--- src/rtl/sat_addsub.sv ---
module sat_addsub #(
  parameter int W = 32
) (
  input  logic         clk,
  input  logic         rst_n,
  input  logic         go,
  input  logic [1:0]   op,
  input  logic [W-1:0] a,
  input  logic [W-1:0] b,
  input  logic         flag_clr,
  output logic [W-1:0] result,
  output logic         sat_flag
);
  localparam logic [W-1:0] MAXP = {1'b0, {(W-1){1'b1}}};
  localparam logic [W-1:0] MAXN = {1'b1, {(W-1){1'b0}}};

  logic         is_sub, clamp, ovf;
  logic [W-1:0] sum, diff, raw, nxt;

  assign is_sub = (op == 2'b10);
  assign clamp  = (op == 2'b01) || is_sub;
  assign sum    = a + b;
  assign diff   = a - b;
  assign raw    = is_sub ? diff : sum;
  assign ovf    = is_sub ? ((a[W-1] != b[W-1]) && (diff[W-1] != a[W-1]))
                         : ((a[W-1] == b[W-1]) && (sum[W-1]  != a[W-1]));
  assign nxt    = (clamp && ovf) ? (a[W-1] ? MAXN : MAXP) : raw;

  always_ff @(posedge clk or negedge rst_n) begin
    if (!rst_n) begin
      result   <= '0;
      sat_flag <= 1'b0;
    end else begin
      if (go) result <= nxt;
      if (flag_clr) sat_flag <= 1'b0;
      else if (go && ovf) sat_flag <= 1'b1;
    end
  end
endmodule


--- config.mk ---
export PLATFORM = sky130hd
export DESIGN_NAME = sat_addsub
export DESIGN_NICKNAME = d
export VERILOG_FILES = /design/src/rtl/sat_addsub.sv
export SDC_FILE = /design/constraint.sdc
export NUM_CORES = 1
export LEC_CHECK = 0
export BUFFER_PORTS_ARGS = -buffer_cell sky130_fd_sc_hd__buf_2
export CAP_MARGIN = 0
export CELL_PAD_IN_SITES_DETAIL_PLACEMENT = 0
export CELL_PAD_IN_SITES_GLOBAL_PLACEMENT = 2
export CORE_MARGIN = 5
export CORE_UTILIZATION = 29
export CTS_CLUSTER_SIZE = 16
export DETAILED_ROUTE_END_ITERATION = 16
export PLACE_DENSITY = 0.82
export SYNTH_ARGS = -nofsm -noshare
export SYNTH_HDL_FRONTEND = slang
export SYNTH_SLANG_ARGS = --single-unit
--- constraint.sdc ---
create_clock -name clk -period 0.8 [get_ports clk]
set_input_delay 0.12 -clock clk [delete_from_list [all_inputs] [get_ports clk]]
set_output_delay 0.12 -clock clk [all_outputs]
set_load 0.005 [all_outputs]
==> results of run 1 <==
==> layout by cell type, fill, tap and decap left out, types with 10 or more instances in the layout <==
| master | n |
|---|---|
| a21o_1 | 13 |
| a21oi_1 | 82 |
| a21oi_2 | 10 |
| buf_2 | 97 |
| buf_4 | 287 |
| dfrtp_1 | 33 |
| ha_1 | 55 |
| inv_1 | 60 |
| nand2_1 | 42 |
| nand2b_1 | 10 |
| nand3_1 | 20 |
| nand3_2 | 14 |
| nor2_1 | 81 |
| nor2b_1 | 15 |
| nor3_1 | 15 |
| o211ai_1 | 10 |
| o21ai_0 | 27 |
| xnor2_1 | 20 |
==> cells in the mapped netlist, types with 3 or more instances <==
cell type	n	area, um2
a21oi_1	92	460
o2111ai_1	3	26.3
nor2b_1	16	100
or3_1	9	56.3
a211oi_1	12	90.1
a221oi_1	5	43.8
and3_1	4	25.0
nand2b_1	10	62.6
o311ai_0	4	35.0
mux2i_1	8	80.1
nand2_1	42	158
or2_2	3	18.8
o21bai_1	7	52.6
inv_1	65	244
xnor2_1	20	175
nand4b_1	3	26.3
nand3_1	34	170
o21ai_0	29	145
and2_1	6	37.5
nor2_1	82	308
nor3_1	17	85.1
a21o_1	13	97.6
a31oi_1	8	50.1
o21a_1	4	30.0
o31ai_1	10	75.1
a211o_1	5	43.8
nand3b_1	3	22.5
dfrtp_1	33	826
a21boi_0	3	22.5
clkbuf_1	28	105
buf_2	9	45.0
or4_1	5	37.5
a2111oi_0	5	43.8
o211ai_1	10	75.1
o22ai_1	4	25.0
ha_1	63	788
a31o_2	5	43.8
a41oi_1	4	35.0
nor4_1	9	56.3
nand4_1	7	43.8
==> worst max-delay path, cell delays in order <==
cell and delay, ps:
buf_2 120, ha_1 210, or2_2 270, o211ai_1 230, buf_4 170, nand2_1 90, a221oi_4 370, o31a_1 270
o311a_4 250, mux2i_4 330, clkbuf_16 190, nand3b_1 70, a31o_2 230
==> repair_timing <==
item,in CTS,in global routing
setup buffers,7,11
hold buffers,1,0
setup endpoints to repair,66,66
hold endpoints to repair,33,0
gates cloned,0,1
pin swaps,15,26
gates resized for setup,26,39
==> stage by stage <==
stage	setup TNS, ps	power (mW)
2_1_floorplan	-63630	5.29
3_3_place_gp	-76610	8.48
3_5_place_dp	-77830	8.49
4_1_cts	-69500	10.5
5_1_grt	-70750	11.6
6_report	-66370	10.8
==> layer usage <==
metal,track usage,vias to the layer above
met5,0,-
met4,0.0339,0
met2,0.346,139
met3,0.0138,12
met1,0.248,3135
li1,-,3404
==> logic make-up (layout without fill, tap and decap cells) <==
| family | after synthesis | count (layout) | synth area share |
|---|---|---|---|
| simple gates | 258 | 258 | 0.243 |
| flops | 33 | 33 | 0.157 |
| mux | 9 | 9 | 0.0195 |
| xor+xnor | 22 | 22 | 0.0365 |
| compound gates | 244 | 244 | 0.307 |
| buf+inv | 107 | 475 | 0.0811 |
| fa+ha+maj | 65 | 65 | 0.157 |
==> where the power goes <==
group	switching, mW	internal (mW)
combinational	3.25	3.52
sequential	0.275	2.02
clock	0.636	1.11
==> final cells by class <==
type | count | area (um2) | share of cell area
inverter | 66 | 260 | 0.0292
sequential | 33 | 826 | 0.0927
tap | 229 | 287 | 0.0322
timing repair buffer | 403 | 2940 | 0.330
clock buffer | 5 | 125 | 0.0140
multi-input combinational | 598 | 4470 | 0.502
clock inverter | 1 | 5.00 | 0.000562
==> path summary, 6_finish.rpt <==
path                       startpoint         end  cells past startpoint
setup / recovery                 a[1]  result[20]                     13
hold / removal               flag_clr    sat_flag                      2
setup reg to reg            result[0]   result[0]                      2
hold reg to reg            result[26]  result[26]                      2
max in group asynchronous       rst_n  result[18]                      3
min in group asynchronous       rst_n  result[24]                      3
==> registers in the layout, indices dropped and copies added (netlist names) <==
signal    count
result       32
sat_flag      1
==> impl_results.md, run 1 <==
- Worst-Margin Slew: 411 ps
- FMAX: 361 MHz
- Placed Cells: 1310
- Setup-failing EPs final: 66
- CP Capture Type: flop
- Syn Nets: 873
- CP Max Fanout: 5
- Final Core Density: 0.496
- WL per Instance: 15.5 um
- # DRC: 0
- Clock Pin Slew Worst Setup and Hold Paths: 50 ps
- Area Overhead vs Synth: 68.8%
- Htree depth: 2
- Initial DRC count: 332
- FILL cells: 1811
- CP Launch Type: input port
- Synth cell types: 69
- Site row count: 49
- Max-Cap Viols: 0
- Total Routing Usage GR: 0.190
- Ant. Diodes: 0
- Met2 Routed Length: 10300 um
- DP HPWL: 16900 um
- Relative max-transition margin: 0.719
- VDD IR max: 722 uV
- Core area: 0.0180 mm2
- IO Pins: 103
- Die ar.: 0.0210 mm2
- CTS root buf: clkbuf_16
- Worst EP required: 960 ps
- Share of cells above drive strength 1: 0.443
- Placer congestion estimate: 0.908
- Top_reg_cell synth: dfrtp_1
- Top sig layer: met4
- CTS sink cnt: 33
- Sequential fraction of the synthesis area: 0.157
- First-pass GRT wire length: 32500 um
- DP Worst Slack: -2380 ps
- Total Routed Length: 20700 um
- Syn avg cell area: 7.15 um2
- RSZ-0062 raised after global routing: yes
- Synth Warn #: 0
- Hold WC Path Type: input port to flop
- Status: finished, violations left
- Nets: 1242
- Final worst slack: -1970 ps
- Failing checks: negative setup slack
- Tcrit/Tclk final: 3.46
- Final std cells w/o fill: 1335
- Initial Util: 0.294
- Pre-antenna DRT Iters: 5
- Cells after synthesis: 738
- Total grt overflow: 0
- Via count: 6690
- Largest net degree at the start of global routing: 34
- WL met3: 756 um
- Vias in the first global route: 6643
- Leakage Power: 4.38 nW
- CTS tree: yes
- Die width: 145 um
- Pins Over Slew Limit: 0
- Vert. Die Dim: 145 um
- Hold Fails Final Rpt: 0
- Worst hold margin: 15.6 ps
- Metal1 wirelength: 9350 um
- Design Area, Final: 0.00891 mm2
- Number of synthesized register bits: 33
- Clk_lat worst skew: 270 ps
- Worst R2R Setup Slack: -60 ps
- Number of enable flip-flop cells after synthesis: 0
- Remaining antenna violation count: 0
- Ys async rst share: 1.00
- Post-DP Area: 0.00827 mm2
- Data arrival, critical path: 2930 ps
- Clock Tree Buf Depth: 2
- Port bufs: 102
- CP Class: input port to flop
- Power density over cell area: 1210 mW/mm2
- Clock Skew: 0 ps
- Via/cell ratio: 5.01
- Antenna violations before repair: 0
- Fin crit period: 2770 ps
- Total CTS buffers: 5
- Netlist Area Pre-Place: 0.00528 mm2
Note: power is estimated with default switching activity, not from simulation.
==> run 2: changes to the inputs <==
--- a/config.mk
+++ b/config.mk
@@ -5,15 +5,17 @@
 export SDC_FILE = /design/constraint.sdc
 export NUM_CORES = 1
 export LEC_CHECK = 0
+export ABC_AREA = 1
 export BUFFER_PORTS_ARGS = -buffer_cell sky130_fd_sc_hd__buf_2
 export CAP_MARGIN = 0
 export CELL_PAD_IN_SITES_DETAIL_PLACEMENT = 0
 export CELL_PAD_IN_SITES_GLOBAL_PLACEMENT = 2
 export CORE_MARGIN = 5
-export CORE_UTILIZATION = 29
+export CORE_UTILIZATION = 27
 export CTS_CLUSTER_SIZE = 16
 export DETAILED_ROUTE_END_ITERATION = 16
-export PLACE_DENSITY = 0.82
+export PLACE_DENSITY = 0.83
+export SKIP_LAST_GASP = 1
 export SYNTH_ARGS = -nofsm -noshare
 export SYNTH_HDL_FRONTEND = slang
 export SYNTH_SLANG_ARGS = --single-unit
==> run 2 against run 1 <==
Compared with the run above: the run still ends with negative setup slack left; cell count rose by 42%; combinational power rose by 30%; synthesized area rose by 23%; via count rose by 24%; global-route usage fell by 0.57 points; setup slack improved by 820 ps; register-to-register slack barely moved; critical path type unchanged.
==> impl_results.md, run 2 <==
- Status: finished, violations left (unchanged)
- Failing checks: negative setup slack (unchanged)
- Top Family by Delay on Critical Path: simple AND/OR/NAND/NOR gates (was compound AO/OA/AOI/OAI gates)
- Commonest cells in the synthesized netlist: nand2_1, inv_1, nor2_1, ha_1, nand3_1 (was a21oi_1, nor2_1, inv_1, ha_1, nand2_1)
- Remaining antenna violation count: 0 (unchanged)
- Largest registers: result x32, sat_flag x1 (unchanged)
- Largest net degree at the start of global routing: 34 (unchanged)
- Placed Cells: 1830 (was 1310)
- Max incr delay on CP: 300 ps (was 370 ps)
- Netlist Area Pre-Place: 0.00648 mm2 (was 0.00528 mm2)
- Crit path cell chain: buf_8, inv_12, ha_4, nor2_4, buf_6, a21oi_4, nand2_2, a21oi_4, buf_6, nand3_2, nand3_2, nand2_4, nand3_4, clkbuf_16, nand2_2, nand2_1, nand2_1 (was buf_2, ha_1, or2_2, o211ai_1, buf_4, nand2_1, a221oi_4, o31a_1, o311a_4, mux2i_4, clkbuf_16, nand3b_1, a31o_2)
- Design Area, Final: 0.0108 mm2 (was 0.00891 mm2)
- Clock Tree Buf Depth: 2 (unchanged)
- Antenna violations before repair: 0 (unchanged)
- Nets: 1706 (was 1242)
- Pins Over Slew Limit: 0 (unchanged)
- Clk_lat worst skew: 280 ps (was 270 ps)
- # DRC: 0 (unchanged)
- Power density over cell area: 1230 mW/mm2 (was 1210 mW/mm2)
- CTS root buf: clkbuf_16 (unchanged)
- DP HPWL: 22000 um (was 16900 um)
- Most common cell in the netlist: nand2_1 (was a21oi_1)
- CP Max Fanout: 6 (was 5)
- Worst Path Buf+Inv: 5 (was 3)
- Top_reg_cell synth: dfrtp_1 (unchanged)
- Setup-failing EPs final: 66 (unchanged)
- Area Overhead vs Synth: 67.3% (was 68.8%)
- Ys async rst share: 1.00 (unchanged)
- Synth Warn #: 0 (unchanged)
- Hold Fails Final Rpt: 0 (unchanged)
- CP Capture Type: flop (unchanged)
- Fin crit period: 1950 ps (was 2770 ps)
- Vert. Die Dim: 165 um (was 145 um)
- Initial DRC count: 397 (was 332)
- Post-DP Area: 0.00958 mm2 (was 0.00827 mm2)
- Syn Nets: 1329 (was 873)
- Synth cell types: 36 (was 69)
- Clock Pin Slew Worst Setup and Hold Paths: 50 ps (about the same)
- WL per Instance: 13.7 um (was 15.5 um)
- Most common cell after layout, fill and taps aside: nand2_1 (was buf_4)
- Syn avg cell area: 5.43 um2 (was 7.15 um2)
- Pre-antenna DRT Iters: 5 (unchanged)
- TNS Setup: -39960 ps (was -66370 ps)
- Placer congestion estimate: 0.909 (was 0.908)
- Top cell type by total area after synthesis: nand2_1 (was dfrtp_1)
- Clock Skew: 0 ps (unchanged)
- Largest cells by area after synthesis: nand2_1, dfrtp_1, ha_1 (was dfrtp_1, ha_1, a21oi_1)
- Final worst slack: -1150 ps (was -1970 ps)
- Worst hold margin: 284 ps (was 15.6 ps)
- Largest register FFs: 32 (unchanged)
- Ant. Diodes: 0 (unchanged)
- Leakage Power: 6.15 nW (was 4.38 nW)
- IO Pins: 103 (unchanged)
- Worst-Margin Slew: 386 ps (was 411 ps)
- Total Routed Length: 26000 um (was 20700 um)
- Cells after synthesis: 1194 (was 738)
- Total grt overflow: 0 (unchanged)
- Initial Util: 0.275 (was 0.294)
- Yosys top cell area share: 0.290 (was 0.157)
- Via count: 8274 (was 6690)
- Max-Cap Viols: 0 (unchanged)
- Number of enable flip-flop cells after synthesis: 0 (unchanged)
- Final std cells w/o fill: 1891 (was 1335)
- Die width: 165 um (was 145 um)
- VDD IR max: 1070 uV (was 722 uV)
- Core area: 0.0235 mm2 (was 0.0180 mm2)
- Number of synthesized register bits: 33 (unchanged)
- FILL cells: 2630 (was 1811)
- Htree depth: 2 (unchanged)
- Tcrit/Tclk final: 2.43 (was 3.46)
- Site row count: 56 (was 49)
- Most used cells in the layout excluding fill and tap cells: nand2_1, buf_4, inv_1 (was buf_4, buf_2, a21oi_1)
- CP Class: input port to flop (unchanged)
- Total Routing Usage GR: 0.184 (was 0.190)
- Data arrival, critical path: 2110 ps (was 2930 ps)
- Vias in the first global route: 7798 (was 6643)
- Sequential fraction of the synthesis area: 0.127 (was 0.157)
- Share of cells above drive strength 1: 0.425 (was 0.443)
- Hold WC Path Type: input port to flop (unchanged)
- Top reg by flops: result (unchanged)
- CP Launch Type: input port (unchanged)
- RSZ-0062 raised after global routing: yes (unchanged)
- Port bufs: 102 (unchanged)
- Die ar.: 0.0272 mm2 (was 0.0210 mm2)
- Total CTS buffers: 5 (unchanged)
- Via/cell ratio: 4.38 (was 5.01)
- FMAX: 514 MHz (was 361 MHz)
- CTS tree: yes (unchanged)
- CTS sink cnt: 33 (unchanged)
- Slowest cell on crit path: ha_4 (was a221oi_4)
- Worst EP required: 970 ps (was 960 ps)
- Relative max-transition margin: 0.740 (was 0.719)
- First-pass GRT wire length: 39800 um (was 32500 um)
-- run 2: cell count changes in the layout (fill, tap and decap cells not counted), moves of 27 or more --
cell / before / now
nand2_1: 42 / 431
nand2_2: 0 / 88
inv_1: 60 / 145
a21oi_1: 82 / 41
inv_2: 4 / 43
nand3_1: 20 / 47
-- run 2: cells by family (layout without fill, tap and decap cells) --
family,after synthesis,in the layout,synth area share
simple gates,726,727,0.468
buf+inv,237,614,0.154
compound gates,113,113,0.0961
fa+ha+maj,65,65,0.128
flops,33,33,0.127
xor+xnor,20,20,0.0270
-- run 2: metrics by stage --
stage                     worst slack [ps]  utilization  power [mW]
final                                -1150        0.460        13.3
after global routing                 -1240        0.460        14.3
after floorplan                      -1050            -        6.34
after global placement               -1600        0.407        9.71
after detailed placement             -1600        0.407        9.76
after CTS                            -1120        0.435        12.6
-- run 2: layer usage --
| layer | up-vias | track usage | wire [um] | share of wire |
|---|---|---|---|---|
| met4 | 0 | 0.0238 | 215 | 0.0083 |
| met2 | 170 | 0.299 | 11500 | 0.44 |
| li1 | 4381 | - | - | - |
| met3 | 17 | 0.00799 | 977 | 0.038 |
| met5 | - | 0 | 0 | 0 |
| met1 | 3706 | 0.277 | 13300 | 0.51 |
-- run 2: worst paths after layout --
| kind | slack, ps | end | depth (start not counted) | start |
|---|---|---|---|---|
| min reg2reg | 470 | result[8] | 2 | result[8] |
| min in group asynchronous | 320 | result[3] | 3 | rst_n |
| max | -1150 | result[15] | 17 | b[21] |
| max in group asynchronous | 300 | result[27] | 3 | rst_n |
| max reg2reg | -50 | result[26] | 4 | result[26] |
| min | 280 | result[25] | 4 | go |
-- run 2: area by class of cell --
class	count	area [um2]	share of cell area
Multi-Input combinational cell	925	5560	0.513
Tap cell	319	399	0.0368
Sequential cell	33	826	0.0762
Clock buffer	7	143	0.0132
Clock inverter	1	30.0	0.00277
Inverter	199	810	0.0747
Timing Repair Buffer	407	3070	0.283
-- run 2: worst register-to-register path, delay by kind of cell, from the launching register on --
kind | cells | cell delay [ps]
buffers and inverters | 2 | 250
DFF | 1 | 380
and+or+nand+nor | 2 | 110
-- run 2: repair_timing --
item,4_1_cts,5_1_grt
hold buffers,2,0
buffers inserted,27,21
hold endpoints to repair,34,0
resized for setup,69,115
endpoints found under the setup margin,66,66
pin swaps,16,60
gates cloned,1,4
-- run 2: report_power, final --
part | switching [mW] | internal, mW | total [mW]
sequential | 0.180 | 2.03 | 2.21
combinational | 4.59 | 4.23 | 8.82
clock | 0.705 | 1.55 | 2.26
total | 5.48 | 7.81 | 13.3
==> run 3: changes to the inputs <==
--- a/config.mk
+++ b/config.mk
@@ -15,6 +15,7 @@
 export CTS_CLUSTER_SIZE = 16
 export DETAILED_ROUTE_END_ITERATION = 16
 export PLACE_DENSITY = 0.83
+export SKIP_CTS_REPAIR_TIMING = 1
 export SKIP_LAST_GASP = 1
 export SYNTH_ARGS = -nofsm -noshare
 export SYNTH_HDL_FRONTEND = slang
==> run 3 against run 2 <==
Compared with the run above: the flow still finishes with violations (negative setup slack); clock-buffer cell count is the same; hold slack worse by 4.6 ps; die area unchanged; clock skew stayed put; sequential share of layout area hardly changed; highest routed layer unchanged.
==> impl_results.md, run 3 (same netlist as run 2, synthesis figures left out) <==
- Worst-Margin Slew: 384 ps (was 386 ps)
- Port bufs: 102 (unchanged)
- Final Total Pwr: 13.2 mW (was 13.3 mW)
- RR Startpoint: result[14] (was result[26])
- Max-Cap Viols: 0 (unchanged)
- Fin crit period: 1960 ps (was 1950 ps)
- Tcrit/Tclk final: 2.46 (was 2.43)
- First-pass GRT wire length: 38800 um (was 39800 um)
- Total Routed Length: 25800 um (was 26000 um)
- Clk_lat worst skew: 280 ps (about the same)
- RSZ-0062 raised after global routing: yes (unchanged)
- Vias in the first global route: 7509 (was 7798)
- Core area: 0.0235 mm2 (unchanged)
- Relative max-transition margin: 0.742 (was 0.740)
- Via/cell ratio: 4.39 (was 4.38)
- CTS sink cnt: 33 (unchanged)
- Status: finished, violations left (unchanged)
- Htree depth: 2 (unchanged)
- Area used by multi-input combinational logic: 0.00572 mm2 (was 0.00556 mm2)
- Worst-case reg-to-reg path depth: 3 (was 4)
- Worst EP required: 970 ps (about the same)
- Reg2reg end: result[14] (was result[26])
- Final worst slack: -1160 ps (was -1150 ps)
- # DRC: 0 (unchanged)
- Hold Fails Final Rpt: 0 (unchanged)
- CP Class: input port to flop (unchanged)
- IO Pins: 103 (unchanged)
- Total Routing Usage GR: 0.180 (was 0.184)
- Initial DRC count: 360 (was 397)
- Vert. Die Dim: 165 um (unchanged)
- Area Overhead vs Synth: 66.8% (was 67.3%)
- WL per Instance: 13.8 um (was 13.7 um)
- Clock Skew: 0 ps (unchanged)
- Pins Over Slew Limit: 0 (unchanged)
- Share of cells above drive strength 1: 0.434 (was 0.425)
- CP Max Fanout: 6 (unchanged)
- Total grt overflow: 0 (unchanged)
- FILL cells: 2646 (was 2630)
- Pre-antenna DRT Iters: 5 (unchanged)
- Final Core Density: 0.459 (was 0.460)
- Most common cell after layout, fill and taps aside: nand2_1 (unchanged)
- Largest registers: result x32, sat_flag x1 (unchanged)
- Leakage Power: 6.08 nW (was 6.15 nW)
- Most used cells in the layout excluding fill and tap cells: nand2_1, buf_4, inv_1 (unchanged)
- VDD IR max: 1070 uV (about the same)
- Clock Pin Slew Worst Setup and Hold Paths: 50 ps (about the same)
- Largest register FFs: 32 (unchanged)
- CTS tree: yes (unchanged)
- Antenna violations before repair: 0 (unchanged)
- CTS root buf: clkbuf_16 (unchanged)
- Via count: 8227 (was 8274)
- Site row count: 56 (unchanged)
- Power density over cell area: 1220 mW/mm2 (was 1230 mW/mm2)
- Register area: 826 um2 (unchanged)
- Largest net degree at the start of global routing: 34 (unchanged)
- Initial Util: 0.275 (unchanged)
- Failing checks: negative setup slack (unchanged)
- DP HPWL: 22000 um (unchanged)
- Die width: 165 um (unchanged)
- CP Capture Type: flop (unchanged)
- Nets: 1688 (was 1706)
- Worst R2R Setup Slack: 50 ps (was -50 ps)
- CP Launch Type: input port (unchanged)
- Top reg by flops: result (unchanged)
- Clock Tree Buf Depth: 2 (unchanged)
- Worst hold stages: 4 (unchanged)
- Total CTS buffers: 5 (unchanged)
- Worst Hold End: result[25] (unchanged)
- FMAX: 509 MHz (was 514 MHz)
- Ant. Diodes: 0 (unchanged)
- Placer congestion estimate: 0.909 (unchanged)
- Remaining antenna violation count: 0 (unchanged)
- Worst hold margin: 280 ps (was 284 ps)
- Data arrival, critical path: 2140 ps (was 2110 ps)
- HP Start: go (unchanged)
- Setup-failing EPs final: 66 (unchanged)
- Die ar.: 0.0272 mm2 (unchanged)
- Hold WC Path Type: input port to flop (unchanged)
-- run 3: layout make-up --
type | instances | area share
clock buffers | 7 | 0.0132
clock inverters | 1 | 0.00278
inverters | 199 | 0.0742
multi-input cells | 925 | 0.529
flip-flops and latches | 33 | 0.0764
well taps | 319 | 0.0369
repair buffers | 389 | 0.268
-- run 3: report_power, final --
group	leakage [nW]	internal, mW	switching [mW]	total [mW]
logic	5.59	4.12	4.62	8.73
registers	0.410	2.03	0.180	2.21
clock network	0.0841	1.55	0.713	2.27
total	6.08	7.70	5.51	13.2
-- run 3: routing by layer --
metal	vias up	share of wire	global-route usage
met5	-	0	0
met2	174	0.44	0.284
met4	0	0.0091	0.0238
met3	24	0.051	0.00873
li1	4350	-	-
met1	3679	0.50	0.277
-- run 3: through the flow --
step	area (um2)	std cells	setup WS [ps]	TNS [ps]
3_3_place_gp	9580	1830	-1600	-51130
4_1_cts	9750	1838	-1310	-45130
5_1_grt	10800	1873	-1280	-44980
6_report	10800	1873	-1160	-40360
2_1_floorplan	7030	1194	-1050	-34010
3_5_place_dp	9580	1830	-1600	-50840
-- run 3: worst max path at each step --
stage / start / endpoint / slack, ps
6_report: b[13] / result[22] / -1160
5_1_grt: b[24] / result[16] / -1280
4_1_cts: a[24] / result[24] / -1310
3_5_place_dp: a[24] / result[24] / -1600
3_3_place_gp: a[24] / result[24] / -1600
2_1_floorplan: b[21] / result[11] / -1050
-- run 3: worst max-delay path: stages --
cell and delay (ps):
buf_6 70, inv_2 40, ha_4 270, buf_6 90
nand2_4 40, buf_6 120, nor2_4 150, inv_2 70
nor2_4 90, nand2_2 60, nand2_2 80, nand2_2 70
nand2_2 80, nand2_2 60, nand3_2 90, nand2_4 100
nand3_4 160, buf_2 200, nand2_1 70, nand2_1 50
nand2_1 50
